===== src/rtl/rtcs_pkg.sv =====
package rtcs_pkg;
  localparam int BYTE_W  = 8;
  localparam int NIB_W   = BYTE_W / 2;
  localparam int ADDR_W  = 6;
  localparam int NUM_FLD = 6;   // fields read: sec, min, hour, mday, mon, year
  localparam int NUM_WR  = 7;   // registers written on repair
  localparam int IDX_W   = $clog2(NUM_WR);

  typedef enum logic [2:0] {
    S_IDLE, S_RD_REQ, S_RD_WAIT, S_CHECK, S_WR_REQ, S_WR_WAIT, S_FIN
  } seq_st_t;

  // chip address for the i-th read
  function automatic logic [ADDR_W-1:0] rd_addr(input logic [IDX_W-1:0] i);
    case (i)
      3'd5:    rd_addr = ADDR_W'(6);
      default: rd_addr = ADDR_W'(i);
    endcase
  endfunction

  // chip address for the i-th repair write; seconds come last
  function automatic logic [ADDR_W-1:0] wr_addr(input logic [IDX_W-1:0] i);
    case (i)
      3'd0:    wr_addr = ADDR_W'(1);
      3'd1:    wr_addr = ADDR_W'(2);
      3'd2:    wr_addr = ADDR_W'(5);
      3'd3:    wr_addr = ADDR_W'(3);
      3'd4:    wr_addr = ADDR_W'(4);
      3'd5:    wr_addr = ADDR_W'(6);
      default: wr_addr = ADDR_W'(0);
    endcase
  endfunction

  // BCD byte for the i-th repair write
  function automatic logic [BYTE_W-1:0] wr_data(input logic [IDX_W-1:0] i);
    case (i)
      3'd2:       wr_data = BYTE_W'(8'h07);
      3'd3, 3'd4: wr_data = BYTE_W'(8'h01);
      default:    wr_data = '0;
    endcase
  endfunction

  function automatic logic [BYTE_W-1:0] fld_lo(input int k);
    fld_lo = (k == 3 || k == 4) ? BYTE_W'(1) : '0;
  endfunction

  function automatic logic [BYTE_W-1:0] fld_hi(input int k);
    case (k)
      0, 1:    fld_hi = BYTE_W'(59);
      2:       fld_hi = BYTE_W'(23);
      3:       fld_hi = BYTE_W'(31);
      4:       fld_hi = BYTE_W'(12);
      default: fld_hi = BYTE_W'(99);
    endcase
  endfunction

  // value reported after a repair equals each field's lower bound
  function automatic logic [BYTE_W-1:0] fld_dflt(input int k);
    fld_dflt = fld_lo(k);
  endfunction
endpackage


===== src/rtl/rtcs_rst_sync.sv =====
module rtcs_rst_sync #(
  parameter int STAGES = 2
) (
  input  logic clk_i,
  input  logic rst_ni,
  output logic rst_sync_no
);
  logic [STAGES-1:0] sync_q;

  always_ff @(posedge clk_i or negedge rst_ni) begin
    if (!rst_ni) sync_q <= '0;
    else         sync_q <= {sync_q[STAGES-2:0], 1'b1};
  end

  assign rst_sync_no = sync_q[STAGES-1];
endmodule


===== src/rtl/rtcs_bcd_field.sv =====
module rtcs_bcd_field import rtcs_pkg::*; #(
  parameter bit DROP_TOP = 1'b0
) (
  input  logic [BYTE_W-1:0] raw_i,
  output logic [BYTE_W-1:0] bin_o
);
  logic [NIB_W-1:0] hi, lo;

  generate
    if (DROP_TOP) begin : g_drop
      assign hi = {1'b0, raw_i[BYTE_W-2:NIB_W]};
    end else begin : g_keep
      assign hi = raw_i[BYTE_W-1:NIB_W];
    end
  endgenerate

  assign lo = raw_i[NIB_W-1:0];
  // hi*10 = hi*8 + hi*2
  assign bin_o = {1'b0, hi, 3'b000} + {3'b000, hi, 1'b0} + {{NIB_W{1'b0}}, lo};
endmodule


===== src/rtl/rtcs_range_chk.sv =====
module rtcs_range_chk import rtcs_pkg::*; (
  input  logic [NUM_FLD-1:0][BYTE_W-1:0] bin_i,
  output logic                           bad_o
);
  logic [NUM_FLD-1:0] oor;

  generate
    for (genvar k = 0; k < NUM_FLD; k++) begin : g_fld
      if (fld_lo(k) == 0) begin : g_hi_only
        assign oor[k] = bin_i[k] > fld_hi(k);
      end else begin : g_both
        assign oor[k] = (bin_i[k] < fld_lo(k)) || (bin_i[k] > fld_hi(k));
      end
    end
  endgenerate

  assign bad_o = |oor;
endmodule


===== src/rtl/rtcs_seq.sv =====
module rtcs_seq import rtcs_pkg::*; (
  input  logic                           clk_i,
  input  logic                           rst_ni,
  input  logic                           start_i,
  input  logic                           acc_done_i,
  input  logic [BYTE_W-1:0]              acc_rdata_i,
  input  logic                           bad_i,
  output logic                           acc_req_o,
  output logic                           acc_wr_o,
  output logic [ADDR_W-1:0]              acc_addr_o,
  output logic [BYTE_W-1:0]              acc_wdata_o,
  output logic [NUM_FLD-1:0][BYTE_W-1:0] raw_o,
  output logic                           latch_o,
  output logic                           dflt_o
);
  localparam logic [IDX_W-1:0] LAST_RD = IDX_W'(NUM_FLD - 1);
  localparam logic [IDX_W-1:0] LAST_WR = IDX_W'(NUM_WR - 1);

  seq_st_t          st_q, st_d;
  logic [IDX_W-1:0] idx_q, idx_d;
  logic             bad_q, bad_d;
  logic             cap_en;
  logic [NUM_FLD-1:0][BYTE_W-1:0] raw_q;

  always_comb begin
    st_d   = st_q;
    idx_d  = idx_q;
    bad_d  = bad_q;
    cap_en = 1'b0;
    case (st_q)
      S_IDLE: if (start_i) begin
        st_d  = S_RD_REQ;
        idx_d = '0;
      end
      S_RD_REQ: st_d = S_RD_WAIT;
      S_RD_WAIT: if (acc_done_i) begin
        cap_en = 1'b1;
        if (idx_q == LAST_RD) st_d = S_CHECK;
        else begin
          idx_d = idx_q + 1'b1;
          st_d  = S_RD_REQ;
        end
      end
      S_CHECK: begin
        bad_d = bad_i;
        idx_d = '0;
        st_d  = bad_i ? S_WR_REQ : S_FIN;
      end
      S_WR_REQ: st_d = S_WR_WAIT;
      S_WR_WAIT: if (acc_done_i) begin
        if (idx_q == LAST_WR) st_d = S_FIN;
        else begin
          idx_d = idx_q + 1'b1;
          st_d  = S_WR_REQ;
        end
      end
      S_FIN:   st_d = S_IDLE;
      default: st_d = S_IDLE;
    endcase
  end

  always_ff @(posedge clk_i or negedge rst_ni) begin
    if (!rst_ni) begin
      st_q  <= S_IDLE;
      idx_q <= '0;
      bad_q <= 1'b0;
    end else begin
      st_q  <= st_d;
      idx_q <= idx_d;
      bad_q <= bad_d;
    end
  end

  generate
    for (genvar k = 0; k < NUM_FLD; k++) begin : g_raw
      logic slot_en;
      assign slot_en = cap_en && (idx_q == IDX_W'(k));
      always_ff @(posedge clk_i or negedge rst_ni) begin
        if (!rst_ni)      raw_q[k] <= '0;
        else if (slot_en) raw_q[k] <= acc_rdata_i;
      end
    end
  endgenerate

  assign acc_req_o   = (st_q == S_RD_REQ) || (st_q == S_WR_REQ);
  assign acc_wr_o    = (st_q == S_WR_REQ);
  assign acc_addr_o  = acc_wr_o ? wr_addr(idx_q) : rd_addr(idx_q);
  assign acc_wdata_o = acc_wr_o ? wr_data(idx_q) : '0;
  assign raw_o       = raw_q;
  assign latch_o     = (st_q == S_FIN);
  assign dflt_o      = bad_q;
endmodule


===== src/rtl/rtc_time_fetch.sv =====
module rtc_time_fetch import rtcs_pkg::*; (
  input  logic              clk_i,
  input  logic              rst_ni,
  input  logic              start_i,
  output logic              done_o,
  output logic [BYTE_W-1:0] sec_o,
  output logic [BYTE_W-1:0] min_o,
  output logic [BYTE_W-1:0] hour_o,
  output logic [BYTE_W-1:0] mday_o,
  output logic [BYTE_W-1:0] mon_o,
  output logic [BYTE_W-1:0] year_o,
  output logic              repaired_o,
  output logic              acc_req_o,
  output logic              acc_wr_o,
  output logic [ADDR_W-1:0] acc_addr_o,
  output logic [BYTE_W-1:0] acc_wdata_o,
  input  logic [BYTE_W-1:0] acc_rdata_i,
  input  logic              acc_done_i
);
  logic rst_sn;
  logic bad, latch, dflt;
  logic [NUM_FLD-1:0][BYTE_W-1:0] raw, bin, fld_d, fld_q;
  logic done_q, rep_q;

  rtcs_rst_sync #(.STAGES(2)) u_rst (
    .clk_i(clk_i), .rst_ni(rst_ni), .rst_sync_no(rst_sn)
  );

  rtcs_seq u_seq (
    .clk_i(clk_i), .rst_ni(rst_sn), .start_i(start_i),
    .acc_done_i(acc_done_i), .acc_rdata_i(acc_rdata_i), .bad_i(bad),
    .acc_req_o(acc_req_o), .acc_wr_o(acc_wr_o), .acc_addr_o(acc_addr_o),
    .acc_wdata_o(acc_wdata_o), .raw_o(raw), .latch_o(latch), .dflt_o(dflt)
  );

  generate
    for (genvar k = 0; k < NUM_FLD; k++) begin : g_dec
      rtcs_bcd_field #(.DROP_TOP(k == 0)) u_bcd (.raw_i(raw[k]), .bin_o(bin[k]));
      assign fld_d[k] = dflt ? fld_dflt(k) : bin[k];
    end
  endgenerate

  rtcs_range_chk u_rng (.bin_i(bin), .bad_o(bad));

  always_ff @(posedge clk_i or negedge rst_sn) begin
    if (!rst_sn) begin
      fld_q  <= '0;
      rep_q  <= 1'b0;
      done_q <= 1'b0;
    end else begin
      done_q <= latch;
      if (latch) begin
        fld_q <= fld_d;
        rep_q <= dflt;
      end
    end
  end

  assign done_o     = done_q;
  assign repaired_o = rep_q;
  assign sec_o      = fld_q[0];
  assign min_o      = fld_q[1];
  assign hour_o     = fld_q[2];
  assign mday_o     = fld_q[3];
  assign mon_o      = fld_q[4];
  assign year_o     = fld_q[5];
endmodule


===== config.mk =====
export PLATFORM = sky130hd
export DESIGN_NAME = rtc_time_fetch
export DESIGN_NICKNAME = d
export VERILOG_FILES = /design/src/rtl/rtcs_pkg.sv /design/src/rtl/rtcs_rst_sync.sv /design/src/rtl/rtcs_bcd_field.sv /design/src/rtl/rtcs_range_chk.sv /design/src/rtl/rtcs_seq.sv /design/src/rtl/rtc_time_fetch.sv
export SDC_FILE = /design/constraint.sdc
export NUM_CORES = 1
export LEC_CHECK = 0
export CORE_MARGIN = 5
export CORE_UTILIZATION = 60
export CTS_CLUSTER_DIAMETER = 30
export DETAILED_ROUTE_END_ITERATION = 7
export DONT_BUFFER_PORTS = 1
export GPL_TIMING_DRIVEN = 0
export PLACE_DENSITY_LB_ADDON = 0.3
export SLEW_MARGIN = 25
export SYNTH_ARGS = -nofsm -noshare
export SYNTH_HDL_FRONTEND = slang
export SYNTH_SLANG_ARGS = --single-unit

===== constraint.sdc =====
create_clock -name clk_i -period 4.4 [get_ports clk_i]
set_clock_uncertainty 0.05 [all_clocks]
set_input_delay 0.88 -clock clk_i [delete_from_list [all_inputs] [get_ports clk_i]]
set_output_delay 0.88 -clock clk_i [all_outputs]
set_load 0.1 [all_outputs]

==> results of run 1 <==
[synthesized netlist by cell type, drive strengths merged]
master   count
a211oi       1
a21boi       2
a21o         4
a21oi       16
a22o        14
a22oi        1
a2bb2oi      1
a311o        1
a31oi        1
a32o         1
and2         1
and3         1
buf         22
clkbuf       8
conb         2
dfrtp      105
fa          12
ha          45
inv         48
mux2        43
mux2i        1
nand2       74
nand2b       6
nand3       10
nand3b       3
nand4        6
nand4b       1
nor2        22
nor2b        4
nor3         1
nor3b        1
nor4         3
nor4b        1
o211ai       2
o21a         5
o21ai       36
o21ba        1
o22a         1
o22ai        2
o31ai       12
or3          2
or4          1
xnor2        7
xor2         9
[power by group]
group / switching (W) / leakage, nW / internal, W
clock network: 0.000348 / 0.112 / 0.000326
registers: 0.000204 / 1.40 / 0.00108
logic: 0.000733 / 1.59 / 0.000414
total: 0.00128 / 3.10 / 0.00182
[worst paths after layout]
kind | startpoint | endpoint | slack, ns | cells past startpoint
setup / recovery | u_seq.st_q[1] | acc_wdata_o[2] | 0.23 | 5
hold reg to reg | u_rst.sync_q[1] | mon_o[1] | 0.20 | 0
min in group clk_i | u_rst.sync_q[0] | u_rst.sync_q[1] | 0.31 | 0
setup reg to reg | u_seq.raw_o[12] | u_seq.dflt_o | 1.49 | 10
max in group asynchronous | u_rst.sync_q[1] | u_seq.raw_o[11] | 3.30 | 2
hold / removal | rst_ni | u_rst.sync_q[1] | 0.12 | 0
[worst max-delay path, cell delays in order (launching register included)]
cell	delay, ns
dfrtp_1	0.37
buf_2	0.16
or3_1	0.52
inv_2	0.49
and2_1	0.88
buf_4	0.43
[per-stage QoR]
stage / utilization [%] / std cells / worst slack (ns) / hold slack (ns)
4_1_cts: 67.4 / 695 / 0.229 / 0.118
3_3_place_gp: 63.9 / 677 / 0.124 / 0.286
6_report: 67.4 / 695 / 0.232 / 0.120
3_5_place_dp: 65.0 / 679 / 0.642 / 0.203
5_1_grt: 67.4 / 695 / 0.131 / 0.108
2_1_floorplan: - / 548 / 0.255 / 0.281
[cells by family after synthesis]
group,after synthesis
compound gates,101
xor+xnor,16
fa+ha+maj,57
buf+inv,78
flops,105
mux,44
other cells,2
simple gates,137
[per-layer routing]
layer  wire length [um]  vias up  track usage (%)
li1                   -     1870                -
met4                240        0             7.57
met5                  0        -                0
met1               5530     1964             30.9
met3                981       24             6.12
met2               6370      117             38.8
[flip-flops by register name (all words and copies together) (netlist names)]
signal	flops
mon_o	8
hour_o	8
u_seq.st_q	3
mday_o	8
repaired_o	1
u_seq.dflt_o	1
sec_o	7
u_rst.sync_q	2
done_o	1
year_o	8
u_seq.idx_q	3
u_seq.raw_o	47
min_o	8
[area by class of cell]
cell class | count | area share, %
Timing Repair Buffer | 2 | 0.760
Tap cell | 129 | 2.58
Clock inverter | 7 | 1.62
Inverter | 48 | 2.88
Multi-Input combinational cell | 365 | 45.3
Sequential cell | 105 | 42.0
Clock buffer | 9 | 1.98
Buffer | 30 | 2.82
==> metrics.md, run 1 <==
| Metric | Value |
|---|---|
| Status | `complete, no violations` |
| Total I/O pin count | `78` |
| Period minus WS final | `4.17 ns` |
| Synth top area share | `45.8%` |
| Period utilization | `94.7%` |
| Drt drc | `0` |
| Final setup viols | `0` |
| Final wirelength | `13100 um` |
| Count of final hold-check violations | `0` |
| Chip width | `108 um` |
| Worst path required time | `about 3.5 ns` |
| Core ar. | `9280 um2` |
| Synth Area in XOR/XNOR | `between 2 and 2.5%` |
| Initial DRC Count | `156` |
| Largest net degree at the start of global routing | `50` |
| Fmax | `between 0.2 and 0.25 GHz` |
| #FFs+latches synth | `105` |
| Clock Path Buffers | `2` |
| Most frequent cells in the layout | `104 x dfrtp_1, 73 x nand2_1, 46 x inv_1` |
| Fin area | `6260 um2` |
| Simple-Gate Fraction of Synth Area | `11.4%` |
| Multi-input logic area | `~2800 um2` |
| Leak | `3.10 nW` |
| Max Cap Viol | `0` |
| DR WL/cell | `between 15 and 20 um` |
| Synth top area cells | `dfrtp_1 46%, ha_1 9.8%, mux2_2 8.4%, nand2_1 4.8%, fa_1 4.2%` |
| Post-synthesis cell count | `540` |
| Via density | `5.72` |
| Netlist cell types | `53` |
| Sequential element share of the synthesized area | `45.8%` |
| First-pass GRT wire length | `21100 um` |
| Initial Util | `61.8%` |
| Post-CTS setup buffer count | `0` |
| Chip height | `108 um` |
| Hold WC Path Type | `primary input to async pin` |
| Worst-path clk slew | `0.11 ns` |
| Synthesis-to-layout area growth | `9.09%` |
| Synth Area in Compound Gates | `11.4%` |
| Clk Latency, worst-skew pair | `~0.38 ns` |
| Critical Path AT | `approximately 3.2 ns` |
| Worst slew pin tran | `1.07 ns` |
| Yosys warns | `0` |
| Root buffer cell | `clkbuf_8` |
| # diodes | `0` |
| CTS sink count | `105` |
| Multiplexer share of the synthesized area | `8.61%` |
| CTS H-Tree Depth | `3` |
| Tot GR Track Use | `23.7%` |
| Critical Path End Type | `output port` |
| # nets final | `630` |
| Register area | `2630 um2` |
| Post-Syn Area | `5740 um2` |
| Pwr per Cell Area | `496 nW/um2` |
| Via count | `3975` |
| Hpwl dp | `10100 um` |
| Die ar. | `between 10000 and 15000 um2` |
| Commonest non-fill, non-tap cell in the layout | `dfrtp_1` |
| Vias in the first global route | `4125` |
| Final Power | `approximately 0.0031 W` |
| IO buf count | `0` |
| Rows | `35` |
| Slew Limit Fails | `0` |
| Hold-fix buffers, CTS | `0` |
| ANT nets after route | `0` |
| Worst vdd ir | `502 uV` |
| Syn Area/Cell | `10.6 um2` |
| Num CTS Buffers | `9` |
| CTS tree | `done` |
| RSZ-0062 raised after global routing | `false` |
| Largest family of logic cells by synthesized area | `adder cells` |
| Post-cts sizing count | `0` |
| Fin Setup TNS | `0 ns` |
| DRT Pass-1 Iters | `4` |
| GPL Wtd Cong | `0.939` |
| Largest fanout on the critical path | `8` |
| Share of cells above drive strength 1 | `17.5%` |
| Synth area leader | `dfrtp_1` |
| Post-Synth Adder-Cell Area | `14.0%` |
| Grt ovf | `0` |
| CP Launch Type | `flop` |
| Worst relative slew slack | `29.2%` |
| Placed standard-cell area | `between 6000 and 7000 um2` |
| Antenna violations before repair | `0` |
| Setup Crit Path Kind | `flop to output port` |
| Fillcell total | `728` |
Note: power is estimated with default switching activity, not from simulation.
==> inputs of run 2 (changes only) <==
- GPL_TIMING_DRIVEN: 0 -> unset
==> run 2 against run 1 <==
Against the previous run: critical path depth fell by 1; non-clock buffer count is 24 lower; combinational power down 7%; worst hold slack lost 0.0012 ns; clock-buffer cell count is the same; largest power group unchanged; register-to-register slack improved by 0.08 ns; critical path type unchanged; largest cell class unchanged; clock power decreased by 5.9%; flip-flop and latch count did not move.
==> metrics.md, run 2 (synthesis results as in run 1) <==
| Metric | Value |
|---|---|
| Commonest non-fill, non-tap cell in the layout | `dfrtp_1` |
| Fin Setup TNS | `0 ns` |
| Worst path required time | `about 3.5 ns` |
| Chip width | `108 um` |
| Count of final hold-check violations | `0` |
| # nets final | `606` |
| Final setup viols | `0` |
| Initial DRC Count | `183` |
| Slowest CP cell | `dfrtp_1` |
| Max FFs per register | `47` |
| Period utilization | `82.1%` |
| Synthesis-to-layout area growth | `5.91%` |
| Num CTS Buffers | `9` |
| Final core utilization | `roughly 65%` |
| Initial Util | `61.8%` |
| Setup slack, reg-to-reg | `approximately 1.6 ns` |
| Rows | `35` |
| Placed standard-cell area | `5840 um2` |
| Total I/O pin count | `between 70 and 80` |
| Worst-path cell chain | `or3_1 > inv_2 > and2_2 > buf_4` |
| Worst relative slew slack | `between 20 and 30%` |
| DR WL/cell | `18.1 um` |
| Reg-to-reg endpoint | `u_seq.dflt_o` |
| Slew Limit Fails | `0` |
| R2R cell count | `10` |
| Drt drc | `0` |
| Die ar. | `11600 um2` |
| RSZ-0062 raised after global routing | `false` |
| CP Launch Type | `flop` |
| Tot GR Track Use | `roughly 22%` |
| Hold WC Path Type | `primary input to async pin` |
| Grt ovf | `0` |
| First-pass GRT wire length | `between 15000 and 20000 um` |
| Chip height | `108 um` |
| Fmax | `0.277 GHz` |
| Fin area | `a little over 6000 um2` |
| Final wirelength | `12200 um` |
| # diodes | `0` |
| CTS H-Tree Depth | `3` |
| Share of cells above drive strength 1 | `15.5%` |
| Critical Path AT | `2.68 ns` |
| Via count | `3821` |
| Hold-fix buffers, CTS | `0` |
| Worst-path clk slew | `between 0.1 and 0.15 ns` |
| FF-to-FF Start | `u_seq.raw_o[11]` |
| Most frequent cells in the layout | `104 x dfrtp_1, 73 x nand2_1, 46 x inv_1` |
| GPL Wtd Cong | `0.850` |
| CP max stage delay | `0.57 ns` |
| Core ar. | `~9300 um2` |
| Root buffer cell | `clkbuf_8` |
| ANT nets after route | `0` |
| Clock Path Buffers | `2` |
| Worst slew pin tran | `1.07 ns` |
| Cell total after placement | `654` |
| Critical Path End Type | `output port` |
| Via density | `5.69` |
| CTS tree | `done` |
| Status | `complete, no violations` |
| Largest net degree at the start of global routing | `80` |
| CTS sink count | `105` |
| Max Cap Viol | `0` |
| Clk Latency, worst-skew pair | `0.38 ns` |
| Antenna violations before repair | `0` |
| DRT Pass-1 Iters | `4` |
| Final std cells w/o fill | `~670` |
| Post-cts sizing count | `0` |
| Worst vdd ir | `545 uV` |
| Post-CTS setup buffer count | `0` |
| Largest fanout on the critical path | `17` |
| Pwr per Cell Area | `497 nW/um2` |
| Leak | `3.00 nW` |
| IO buf count | `0` |
| Setup Crit Path Kind | `flop to output port` |
| Period minus WS final | `3.61 ns` |
| Hpwl dp | `roughly 9000 um` |
| Vias in the first global route | `3860` |
run 2: cell count changes in the layout (fill, tap and decap cells not counted), moves of 2 or more:
cell,previous run,this run
a21oi_2,0,2
buf_2,9,0
inv_6,1,3
a21oi_4,2,0
buf_4,12,7
clkbuf_1,8,0
run 2: report_power, final:
part / switching [W] / internal (W)
Clock: 0.000358 / 0.000275
Combinational: 0.000678 / 0.000395
Sequential: 0.000233 / 0.00108
Total: 0.00127 / 0.00175
run 2: area by class of cell:
class / instances / area, um2
Sequential cell: 105 / 2630
Multi-Input combinational cell: 365 / 2820
Clock buffer: 9 / 124
Inverter: 48 / 180
Fill cell: 759 / 3210
Timing Repair Buffer: 8 / 80.1
Clock inverter: 7 / 85.1
Tap cell: 129 / 161
run 2: layer usage:
| layer | vias up | GRT usage (%) | wire length (um) |
|---|---|---|---|
| li1 | 1823 | - | - |
| met1 | 1888 | 29.8 | 5440 |
| met2 | 92 | 35.8 | 5880 |
| met3 | 18 | 5.28 | 655 |
| met4 | 0 | 6.49 | 194 |
| met5 | - | 0 | 0 |
run 2: how the worst max path moves through the flow:
stage	start	endpoint	slack, ns	cells after the start
3_5_place_dp	u_seq.st_q[1]	acc_wdata_o[1]	1.21	4
4_1_cts	u_seq.st_q[1]	acc_wdata_o[1]	0.78	4
2_1_floorplan	u_seq.st_q[1]	acc_addr_o[0]	0.25	3
3_3_place_gp	u_seq.st_q[1]	acc_wdata_o[1]	1.26	4
5_1_grt	u_seq.st_q[1]	acc_wdata_o[1]	0.67	4
6_report	u_seq.st_q[1]	acc_wdata_o[1]	0.79	4
run 2: per-stage QoR:
step	setup slack (ns)	power [W]	hold WS, ns
final	0.787	0.00302	0.119
after global routing	0.666	0.00320	0.0897
after CTS	0.785	0.00304	0.108
after detailed placement	1.21	0.00240	0.292
after global placement	1.26	0.00235	0.290
after floorplan	0.255	0.00219	0.281
run 2: worst max-delay path: cells and delay by family (launching register included):
family	cells	cell delay, ns
flops	1	0.57
buf+inv	2	0.92
simple gates	2	0.80
==> inputs of run 3 (changes only) <==
- clock period: 4.4 -> 3.55 ns (I/O delays scaled with it)
==> run 3 against run 2 <==
Against the previous run: clock power grew 13%; sequential share of layout area is the same; final cell count grew 0.45%; routed wire length is essentially flat; register-to-register slack lost 0.87 ns; sequential power grew 25%; critical path depth grew 1; combinational power grew 26%; power grew 23%; largest cell class unchanged.
==> metrics.md, run 3 (synthesis results as in run 1) <==
| Metric | Value |
|---|---|
| Root buffer cell | `clkbuf_8` |
| Max FFs per register | `47` |
| Initial DRC Count | `215` |
| Period minus WS final | `3.01 ns` |
| Via density | `5.72` |
| Drt drc | `0` |
| Die ar. | `approximately 12000 um2` |
| Largest fanout on the critical path | `17` |
| CTS tree | `done` |
| Met3 Use GR | `roughly 5.3%` |
| IO buf count | `0` |
| Register area | `2630 um2` |
| Leak | `between 2 and 3 nW` |
| # diodes | `0` |
| Launch point of the worst path | `u_seq.st_q[1]` |
| Vias in the first global route | `3889` |
| GPL Wtd Cong | `0.864` |
| Period utilization | `a little over four fifths` |
| ANT nets after route | `0` |
| Multi-input logic area | `2820 um2` |
| Tot GR Track Use | `22.2%` |
| Final wirelength | `between 10000 and 15000 um` |
| Placed standard-cell area | `5880 um2` |
| Largest net degree at the start of global routing | `80` |
| Via count | `3856` |
| Worst path required time | `2.79 ns` |
| CP Launch Type | `flop` |
| Status | `complete, no violations` |
| Fillcell total | `a little over 700` |
| Fmax | `around 0.33 GHz` |
| Clock Path Buffers | `2` |
| Setup slack, reg-to-reg | `0.70 ns` |
| Count of final hold-check violations | `0` |
| Worst relative slew slack | `36.9%` |
| Slew Limit Fails | `0` |
| CTS H-Tree Depth | `3` |
| GR peak layer | `met2` |
| Rows | `35` |
| Setup Crit Path Kind | `flop to output port` |
| Clk Latency, worst-skew pair | `0.38 ns` |
| Most frequent cells in the layout | `104 x dfrtp_1, 73 x nand2_1, 46 x inv_1` |
| Met1 usage | `about 29%` |
| Critical Path AT | `2.25 ns` |
| RSZ-0062 raised after global routing | `false` |
| DRT Pass-1 Iters | `5` |
| Synthesis-to-layout area growth | `5.91%` |
| DR WL/cell | `18.0 um` |
| Met2 Usage GRT | `35.8%` |
| Fin area | `~6100 um2` |
| First-pass GRT wire length | `19900 um` |
| Antenna violations before repair | `0` |
| Core ar. | `just over 9000 um2` |
| Initial Util | `between 60% and 70%` |
| Chip width | `108 um` |
| Worst vdd ir | `661 uV` |
| FF-to-FF Start | `u_seq.raw_o[11]` |
| Total I/O pin count | `78` |
| CTS sink count | `approximately 110` |
| # nets final | `slightly above 600` |
| Share of cells above drive strength 1 | `16.0%` |
| Worst slew pin tran | `0.946 ns` |
| Grt ovf | `0` |
| Commonest non-fill, non-tap cell in the layout | `dfrtp_1` |
| Chip height | `108 um` |
| Post-cts sizing count | `0` |
| Worst-path clk slew | `0.11 ns` |
| Fin Setup TNS | `0 ns` |
| Critical Path End Type | `output port` |
| Final setup viols | `0` |
| Max Cap Viol | `0` |
| Hpwl dp | `9050 um` |
| Hold WC Path Type | `flop to async pin` |
| Num CTS Buffers | `9` |
| Pwr per Cell Area | `609 nW/um2` |
[run 3: worst paths after layout]
check,depth (start not counted),endpoint
setup / recovery,5,acc_addr_o[2]
hold / removal,0,mday_o[1]
setup reg to reg,10,u_seq.dflt_o
hold reg to reg,0,mday_o[1]
max in group asynchronous,1,mon_o[7]
min in group clk_i,0,u_rst.sync_q[1]
[run 3: through the flow]
stage / instances / hold slack [ns] / setup WS (ns) / util [%] / total power (W)
after global routing: 674 / 0.331 / 0.441 / 65.5 / 0.00393
after global placement: 657 / 0.288 / 0.905 / 63.3 / 0.00295
final: 674 / 0.319 / 0.539 / 65.5 / 0.00370
after CTS: 674 / 0.320 / 0.567 / 65.4 / 0.00372
after detailed placement: 657 / 0.289 / 0.685 / 63.3 / 0.00301
after floorplan: 548 / 0.281 / 0.166 / - / 0.00271
[run 3: power breakdown]
part / total (W) / switching (W) / internal (W) / leakage (nW)
Sequential: 0.00164 / 0.000302 / 0.00134 / 1.40
Clock: 0.000716 / 0.000431 / 0.000285 / 0.0987
Combinational: 0.00135 / 0.000841 / 0.000505 / 1.50
[run 3: timing repair]
item,in CTS,in global routing
hold endpoints to repair,2,0
hold buffers,1,0
setup buffers,0,0
[run 3: area by class of cell]
cell class | count | share of cell area (%)
sequential | 105 | 43.3
timing repair buffer | 11 | 1.61
inverter | 48 | 2.96
multi-input combinational | 365 | 46.4
clock inverter | 6 | 0.844
tap | 129 | 2.66
clock buffer | 10 | 2.26
[run 3: critical path, cell delays in order, from the launching register on]
cell     delay (ns)
dfrtp_1        0.59
or3_1          0.58
inv_2          0.15
a21oi_1        0.09
a31oi_2        0.16
buf_4          0.31
[run 3: metal layers]
metal	vias up	routed length (um)
met5	-	0
met4	0	378
met3	26	815
met2	114	5760
met1	1890	5200
li1	1826	-
